## src/rtl/fpb_pkg.sv

```systemverilog
package fpb_pkg;
  localparam int NUM_ENT = 5;
  localparam int IDX_W   = 3;

  localparam logic [IDX_W-1:0] IDX_INSN  = 3'd0;
  localparam logic [IDX_W-1:0] IDX_DATA  = 3'd1;
  localparam logic [IDX_W-1:0] IDX_PER0  = 3'd2;
  localparam logic [IDX_W-1:0] IDX_PER1  = 3'd3;
  localparam logic [IDX_W-1:0] IDX_STAGE = 3'd4;

  localparam logic [1:0] SRC_INSN = 2'b00;
  localparam logic [1:0] SRC_DATA = 2'b01;
endpackage

```

## src/rtl/fpb_tag_match.sv

```systemverilog
module fpb_tag_match #(
  parameter int TAG_W = 28,
  parameter int N     = 5
) (
  input  logic [TAG_W-1:0]         key,
  input  logic [N-1:0][TAG_W-1:0]  tags,
  input  logic [N-1:0]             valid,
  output logic [N-1:0]             hit
);
  for (genvar g = 0; g < N; g++) begin : g_cmp
    assign hit[g] = valid[g] && (tags[g] == key);
  end
endmodule

```

## src/rtl/fpb_alloc.sv

```systemverilog
module fpb_alloc
  import fpb_pkg::*;
(
  input  logic [1:0]       src,
  input  logic [1:0]       mode,
  input  logic             mru_hi,
  output logic             ok,
  output logic [IDX_W-1:0] victim
);
  always_comb begin
    ok     = 1'b0;
    victim = IDX_INSN;
    if (src[1]) begin
      ok     = (mode == 2'b11);
      victim = mru_hi ? IDX_PER0 : IDX_PER1;
    end else if (src[0]) begin
      ok     = mode[1];
      victim = IDX_DATA;
    end else begin
      ok     = |mode;
      victim = IDX_INSN;
    end
  end
endmodule

```

## src/rtl/fpb_word_sel.sv

```systemverilog
module fpb_word_sel #(
  parameter int WORD_W = 32,
  parameter int WORDS  = 4,
  localparam int OFF_W = $clog2(WORDS)
) (
  input  logic [WORD_W*WORDS-1:0] line,
  input  logic [OFF_W-1:0]        sel,
  output logic [WORD_W-1:0]       word
);
  logic [WORD_W-1:0] lanes [WORDS];
  for (genvar g = 0; g < WORDS; g++) begin : g_lane
    assign lanes[g] = line[g*WORD_W +: WORD_W];
  end
  assign word = lanes[sel];
endmodule

```

## src/rtl/flash_linebuf.sv

```systemverilog
module flash_linebuf
  import fpb_pkg::*;
#(
  parameter int ADDR_W = 32,
  parameter int WORD_W = 32,
  parameter int WORDS  = 4,
  parameter int WS_W   = 3,
  localparam int LINE_W   = WORD_W * WORDS,
  localparam int OFF_W    = $clog2(WORDS),
  localparam int BYTE_OFF = $clog2(WORD_W / 8),
  localparam int TAG_W    = ADDR_W - OFF_W - BYTE_OFF
) (
  input  logic              clk,
  input  logic              rst,
  input  logic              flush,
  input  logic [WS_W-1:0]   cfg_ws,
  input  logic [1:0]        cfg_alloc,
  input  logic              cfg_pf_en,
  input  logic              req_valid,
  output logic              req_ready,
  input  logic [ADDR_W-1:0] req_addr,
  input  logic [1:0]        req_src,
  output logic              rsp_valid,
  output logic [WORD_W-1:0] rsp_data,
  output logic              fl_rd,
  output logic [TAG_W-1:0]  fl_line,
  input  logic [LINE_W-1:0] fl_data
);
  localparam int N = NUM_ENT;

  // line state
  logic [N-1:0][TAG_W-1:0] tag_q;
  logic [N-1:0]            valid_q;
  logic [LINE_W-1:0]       mem_q [N];
  logic                    mru_q;

  // flash engine state
  logic             eng_busy, eng_pf, keep_q;
  logic [WS_W-1:0]  eng_cnt;
  logic [TAG_W-1:0] eng_tag;
  logic [1:0]       eng_src;
  logic [OFF_W-1:0] eng_off;

  logic [TAG_W-1:0] req_tag, nxt_tag;
  logic [OFF_W-1:0] req_off, cap_off;
  logic [1:0]       cap_src;
  logic [N-1:0]     hit_vec, nxt_vec;
  logic [IDX_W-1:0] hit_idx, cap_vic;
  logic             hit_any, accept, done, conv, dem_done, pf_done;
  logic             cap_ok, pf_launch, nxt_present;
  logic [WORD_W-1:0] hit_word, fl_word;
  logic             unused_bits;

  assign req_tag     = req_addr[ADDR_W-1 -: TAG_W];
  assign req_off     = req_addr[BYTE_OFF +: OFF_W];
  assign unused_bits = ^req_addr[BYTE_OFF-1:0];

  fpb_tag_match #(.TAG_W(TAG_W), .N(N)) u_hit (
    .key(req_tag), .tags(tag_q), .valid(valid_q), .hit(hit_vec)
  );

  always_comb begin
    hit_idx = '0;
    for (int i = N - 1; i >= 0; i--) begin
      if (hit_vec[i]) hit_idx = IDX_W'(i);
    end
  end

  assign hit_any   = (|hit_vec) && (cfg_alloc != 2'b00);
  assign req_ready = !flush && !(eng_busy && !eng_pf);
  assign accept    = req_valid && req_ready;
  assign done      = eng_busy && (eng_cnt == '0);
  assign conv      = accept && !hit_any && eng_busy && eng_pf && (eng_tag == req_tag);
  assign dem_done  = done && (!eng_pf || conv);
  assign pf_done   = done && eng_pf && !conv;
  assign cap_src   = conv ? req_src : eng_src;
  assign cap_off   = conv ? req_off : eng_off;

  fpb_alloc u_alloc (
    .src(cap_src), .mode(cfg_alloc), .mru_hi(mru_q), .ok(cap_ok), .victim(cap_vic)
  );

  fpb_word_sel #(.WORD_W(WORD_W), .WORDS(WORDS)) u_hit_sel (
    .line(mem_q[hit_idx]), .sel(req_off), .word(hit_word)
  );

  fpb_word_sel #(.WORD_W(WORD_W), .WORDS(WORDS)) u_fl_sel (
    .line(fl_data), .sel(cap_off), .word(fl_word)
  );

  // next-line presence check for prefetch
  assign nxt_tag = accept ? (req_tag + TAG_W'(1)) : (eng_tag + TAG_W'(1));

  fpb_tag_match #(.TAG_W(TAG_W), .N(N)) u_nxt (
    .key(nxt_tag), .tags(tag_q), .valid(valid_q), .hit(nxt_vec)
  );

  assign nxt_present = (|nxt_vec) || (pf_done && (nxt_tag == eng_tag));

  assign pf_launch = cfg_pf_en && (cfg_alloc != 2'b00) && !flush && !nxt_present &&
                     ((accept && hit_any && (req_src == SRC_INSN) && (!eng_busy || pf_done)) ||
                      (dem_done && (cap_src == SRC_INSN)));

  assign fl_rd   = eng_busy;
  assign fl_line = eng_tag;

  // control and tag state
  always_ff @(posedge clk) begin
    if (rst) begin
      valid_q   <= '0;
      tag_q     <= '0;
      mru_q     <= 1'b0;
      eng_busy  <= 1'b0;
      eng_pf    <= 1'b0;
      keep_q    <= 1'b0;
      eng_cnt   <= '0;
      eng_tag   <= '0;
      eng_src   <= SRC_INSN;
      eng_off   <= '0;
      rsp_valid <= 1'b0;
      rsp_data  <= '0;
    end else begin
      rsp_valid <= 1'b0;

      // hit path, including staging promotion
      if (accept && hit_any) begin
        rsp_valid <= 1'b1;
        rsp_data  <= hit_word;
        if (hit_idx == IDX_STAGE) begin
          valid_q[IDX_STAGE] <= 1'b0;
          valid_q[IDX_INSN]  <= 1'b1;
          tag_q[IDX_INSN]    <= tag_q[IDX_STAGE];
        end
        if (hit_idx == IDX_PER0) mru_q <= 1'b0;
        if (hit_idx == IDX_PER1) mru_q <= 1'b1;
      end

      // flash engine countdown and capture
      if (eng_busy && !done) eng_cnt <= eng_cnt - WS_W'(1);
      if (done) begin
        eng_busy <= 1'b0;
        if (dem_done) begin
          rsp_valid <= 1'b1;
          rsp_data  <= fl_word;
          if (keep_q && cap_ok) begin
            valid_q[cap_vic] <= 1'b1;
            tag_q[cap_vic]   <= eng_tag;
            if (cap_vic == IDX_PER0) mru_q <= 1'b0;
            if (cap_vic == IDX_PER1) mru_q <= 1'b1;
          end
        end else if (keep_q) begin
          valid_q[IDX_STAGE] <= 1'b1;
          tag_q[IDX_STAGE]   <= eng_tag;
        end
      end

      // demand miss: take over or (re)start the engine
      if (accept && !hit_any) begin
        eng_pf  <= 1'b0;
        eng_src <= req_src;
        eng_off <= req_off;
        if (!conv) begin
          eng_busy <= 1'b1;
          eng_cnt  <= cfg_ws;
          eng_tag  <= req_tag;
          keep_q   <= 1'b1;
        end
      end

      if (pf_launch) begin
        eng_busy <= 1'b1;
        eng_pf   <= 1'b1;
        eng_cnt  <= cfg_ws;
        eng_tag  <= nxt_tag;
        eng_src  <= SRC_INSN;
        keep_q   <= 1'b1;
      end

      if (flush) begin
        valid_q <= '0;
        if (eng_busy && eng_pf)  eng_busy <= 1'b0;
        if (eng_busy && !eng_pf) keep_q   <= 1'b0;
      end
    end
  end

  // line data, no reset
  always_ff @(posedge clk) begin
    if (accept && hit_any && (hit_idx == IDX_STAGE)) mem_q[IDX_INSN] <= mem_q[IDX_STAGE];
    if (dem_done && keep_q && cap_ok) mem_q[cap_vic] <= fl_data;
    if (pf_done && keep_q) mem_q[IDX_STAGE] <= fl_data;
  end
endmodule

```

## config.mk

```make
export PLATFORM = sky130hd
export DESIGN_NAME = flash_linebuf
export DESIGN_NICKNAME = d
export VERILOG_FILES = /design/src/rtl/fpb_pkg.sv /design/src/rtl/fpb_tag_match.sv /design/src/rtl/fpb_alloc.sv /design/src/rtl/fpb_word_sel.sv /design/src/rtl/flash_linebuf.sv
export SDC_FILE = /design/constraint.sdc
export NUM_CORES = 2
export LEC_CHECK = 0
export ABC_CLOCK_PERIOD_IN_PS = 15000
export CORE_UTILIZATION = 47
export DETAILED_ROUTE_END_ITERATION = 8
export GPL_TIMING_DRIVEN = 0
export PLACE_DENSITY = 0.61
export SLEW_MARGIN = 20
export SYNTH_ARGS = -nofsm -noshare
export SYNTH_HDL_FRONTEND = slang
export SYNTH_SLANG_ARGS = --single-unit
```

## constraint.sdc

```tcl
create_clock -name clk -period 15 [get_ports clk]
set_input_delay 3 -clock clk [delete_from_list [all_inputs] [get_ports clk]]
set_output_delay 3 -clock clk [all_outputs]
set_load 0.05 [all_outputs]
```

==> impl_metrics.yaml <==
critical_path:
  required_ps: 15530
  r2r_slack_ps: 4110
  cp_common_cell: "buf_2"
  max_stage_delay_ps: 950
  crit_fanout: 10
  arrival_ps: 14030
  startpoint_type: "primary input"
  crit_slowest_cell: "clkdlybuf4s50_1"
  path_delay_family: "buffers and inverters"
  critPathKind: "in2reg"
  cp.buffers_inverters: 12
  endpoint_kind: "register"
synth:
  synth_fa_ha_area_share_pct: 0.08566
  synthMuxAreaShare_pct: 16.34
  syn_inst: 3658
  synth_top_family_by_area: "multiplexers"
  syn_nets: 3833
  synth_ff_type: "edfxtp_1"
  synth-xor-area-share_pct: 7.769
  postSynth.asyncResetShare_pct: 0
  yosysWarnings: 0
  synth_compound_area_share_pct: 8.243
  synth_enable_flop_cells: 640
  synthDistinctLibCells: 108
  yosys.area_share.simple_pct: 10.68
  syn-cell-area_sq_mm: 0.04382
  synth_seq_area_share_pct: 53.77
  syn_avg_cell_area_sq_um: 11.98
  ys_seq_elements: 857
clocking:
  cts_setup_buffers: 0
  cts_made_buffers: 92
  cts_tree: "done"
  clk_pin_slew_ps: 60
  cts_buffer_depth: 3
  hold_buffers: 0
  cts_resized: 0
  clk_latency_ps: 700
  htreeDepth: 3
  clock-root-buffer: "clkbuf_16"
  cts_sinks: 857
timing:
  rsz0062_at_grt: "false"
  fmax_mhz: 74.04
  timing_hold_violations_final: 0
  fin_crit_ps: 13510
  worstMarginPinSlew_ps: 1217
  setup_tns_ps: 0
  finalClockSkew_ps: 43.37
  setup-violations-final: 0
  fin_crit_sh_pct: 90.04
  drv_slew: 0
  maxSlewHeadroom_pct: 18.84
run_status:
  status: "completed"
floorplanning:
  io-pin-count: 235
  coreArea_sq_mm: 0.09194
  rows: 111
  die_w_um: 307.3
  die_h_um: 307.3
  initial_core_util_pct: 47.66
  die_area_sq_mm: 0.09446
power:
  power_leakage_nw: 17.88
  power_density_mw_per_mm2: 106.3
  vdd_drop_max_mv: 0.09195
run:
  maxCapViolations: 0
routing:
  routedWlPerCell_um: 32.12
  dr_total_vias: 33250
  drtIter0Drc: 3746
  viasPerCell: 6.265
  drtAntennaViolNets: 0
  drt_pass1_iterations: 6
  wl_um: 170500
  remaining_drc_errors: 0
global_routing:
  grt_pass1_wl_um: 238400
  track_usage_pct: 35.76
  top_usage_layer: "met2"
  grt_pass1_vias: 32310
  use_met3_pct: 6.373
  met1_usage_pct: 45.53
  grt_use_met2_pct: 57.86
  grt_max_degree: 74
  antenna_found_initial: 5
  grt_remaining_overflow: 0
placement:
  gp_congestion: 1.037
  portBuffers: 220
  dpl_cell_area_sq_mm: 0.04796
  hpwlAfterDp_um: 124200
final_layout:
  fin_area_sq_mm: 0.05099
  finalNetCount: 4160
  layout-drive-gt1-share_pct: 15.60
  multiInputGateArea_sq_mm: 0.01893
  fill_cells: 7972
  seqCellArea_sq_mm: 0.02356
  area_growth_syn_to_layout_pct: 16.37
worst_hold_path:
  hp-class: "reg2reg"
-- path summary, 6_finish.rpt --
kind	startpoint	endpoint	cells after the start
worst max-delay path	flush	fl_line[16]	29
worst min-delay path	rsp_data[5]	rsp_data[5]	2
worst max register to register	fl_rd	fl_line[16]	28
worst min register to register	rsp_data[5]	rsp_data[5]	2
-- layer usage --
metal / vias up / wire, um
li1: 14330 / -
met1: 16610 / 66460
met2: 1877 / 79230
met3: 429 / 14530
met4: 10 / 10210
met5: - / 58
-- Yosys cell counts (29+ instances only) --
cell type / instances / share of area, %
edfxtp_1: 640 / 44
nor2_1: 322 / 2.8
nand2_1: 313 / 2.7
mux2i_1: 283 / 6.5
mux2_2: 250 / 6.4
a21oi_1: 236 / 2.7
xnor2_1: 235 / 4.7
dfxtp_1: 217 / 9.9
clkbuf_1: 153 / 1.3
xor2_1: 107 / 2.1
buf_2: 94 / 1.1
nor4_1: 93 / 1.3
nand4_1: 79 / 1.1
mux4_2: 52 / 2.7
a311oi_1: 51 / 1.0
o21ai_0: 47 / 0.54
o22ai_1: 30 / 0.43
a211oi_1: 29 / 0.50
nand3_1: 29 / 0.33
-- kinds of logic after synthesis --
group / after synthesis
buffers and inverters: 308
XOR/XNOR: 360
multiplexers: 611
AND/OR/NAND/NOR: 977
AO/OA/AOI/OAI: 542
flip-flops: 857
adder cells (fa/ha/maj): 3
-- cell usage in the layout, fill, tap and decap left out, types with 12 or more instances in the layout --
cell type and instances:
buf_1 20, mux2_1 17, a21oi_1 236, o21ai_0 47
o211ai_1 14, xnor3_1 12, and3_1 15, nor3_1 23
mux4_2 52, mux2i_1 283, nor2_1 322, dfxtp_1 217
nand4_1 79, buf_2 95, inv_1 23, edfxtp_1 640
a221oi_1 16, o22ai_1 30, clkbuf_16 96, xnor2_1 233
nor4_1 92, nand3_1 29, a31oi_1 20, clkbuf_1 172
a211oi_1 29, xor2_1 107, a311oi_1 51, clkinv_2 19
mux2_2 250, nand2_1 312, clkdlybuf4s50_1 220
-- worst reg2reg max path, delay by kind of cell, from the launching register on --
family	cells	cell delay [ps]
AND/OR/NAND/NOR	9	2180
multiplexers	1	640
buffers and inverters	11	4440
XOR/XNOR	2	380
adder cells (fa/ha/maj)	1	400
AO/OA/AOI/OAI	4	1980
flip-flops	1	720
-- area by class of cell --
type / count / share of cell area [%]
sequential: 857 / 46.21
multi-input combinational: 2493 / 37.13
clock buffer: 131 / 5.165
timing repair buffer: 233 / 4.937
tap: 1243 / 3.050
buffer: 284 / 2.537
clock inverter: 42 / 0.7754
inverter: 24 / 0.1914
antenna: 1 / 0.004907
-- state kept, by name (all words and copies together) (netlist names) --
| register | flops |
|---|---|
| eng_off | 2 |
| fl_rd | 1 |
| valid_q | 5 |
| eng_cnt | 3 |
| eng_src | 2 |
| mru_q | 1 |
| tag_q | 140 |
| rsp_data | 32 |
| fl_line | 28 |
| keep_q | 1 |
| eng_pf | 1 |
| rsp_valid | 1 |
| mem_q | 640 |
-- metrics by stage --
| step | hold slack (ps) | total power (W) | setup WS (ps) | utilization (%) | cells |
|---|---|---|---|---|---|
| finish | 471.6 | 0.005419 | 1494 | 55.46 | 5308 |
| global route | 492.9 | 0.005538 | 1614 | 55.46 | 5307 |
| CTS | 473.9 | 0.005414 | 1777 | 55.46 | 5307 |
| detailed placement | 462.7 | 0.003150 | 1054 | 52.16 | 5134 |
| global placement | 463.4 | 0.003151 | 594.4 | 51.75 | 5121 |
| floorplan | 454.4 | 0.002903 | 6176 | - | 3658 |
-- power by group --
part | internal [W] | leakage [nW] | total [W] | switching (W)
logic | 0.000189 | 8.87 | 0.000557 | 0.000368
clock network | 0.00131 | 1.50 | 0.00230 | 0.000987
registers | 0.00254 | 7.51 | 0.00256 | 0.0000190
Note: power is estimated with default switching activity, not from simulation.
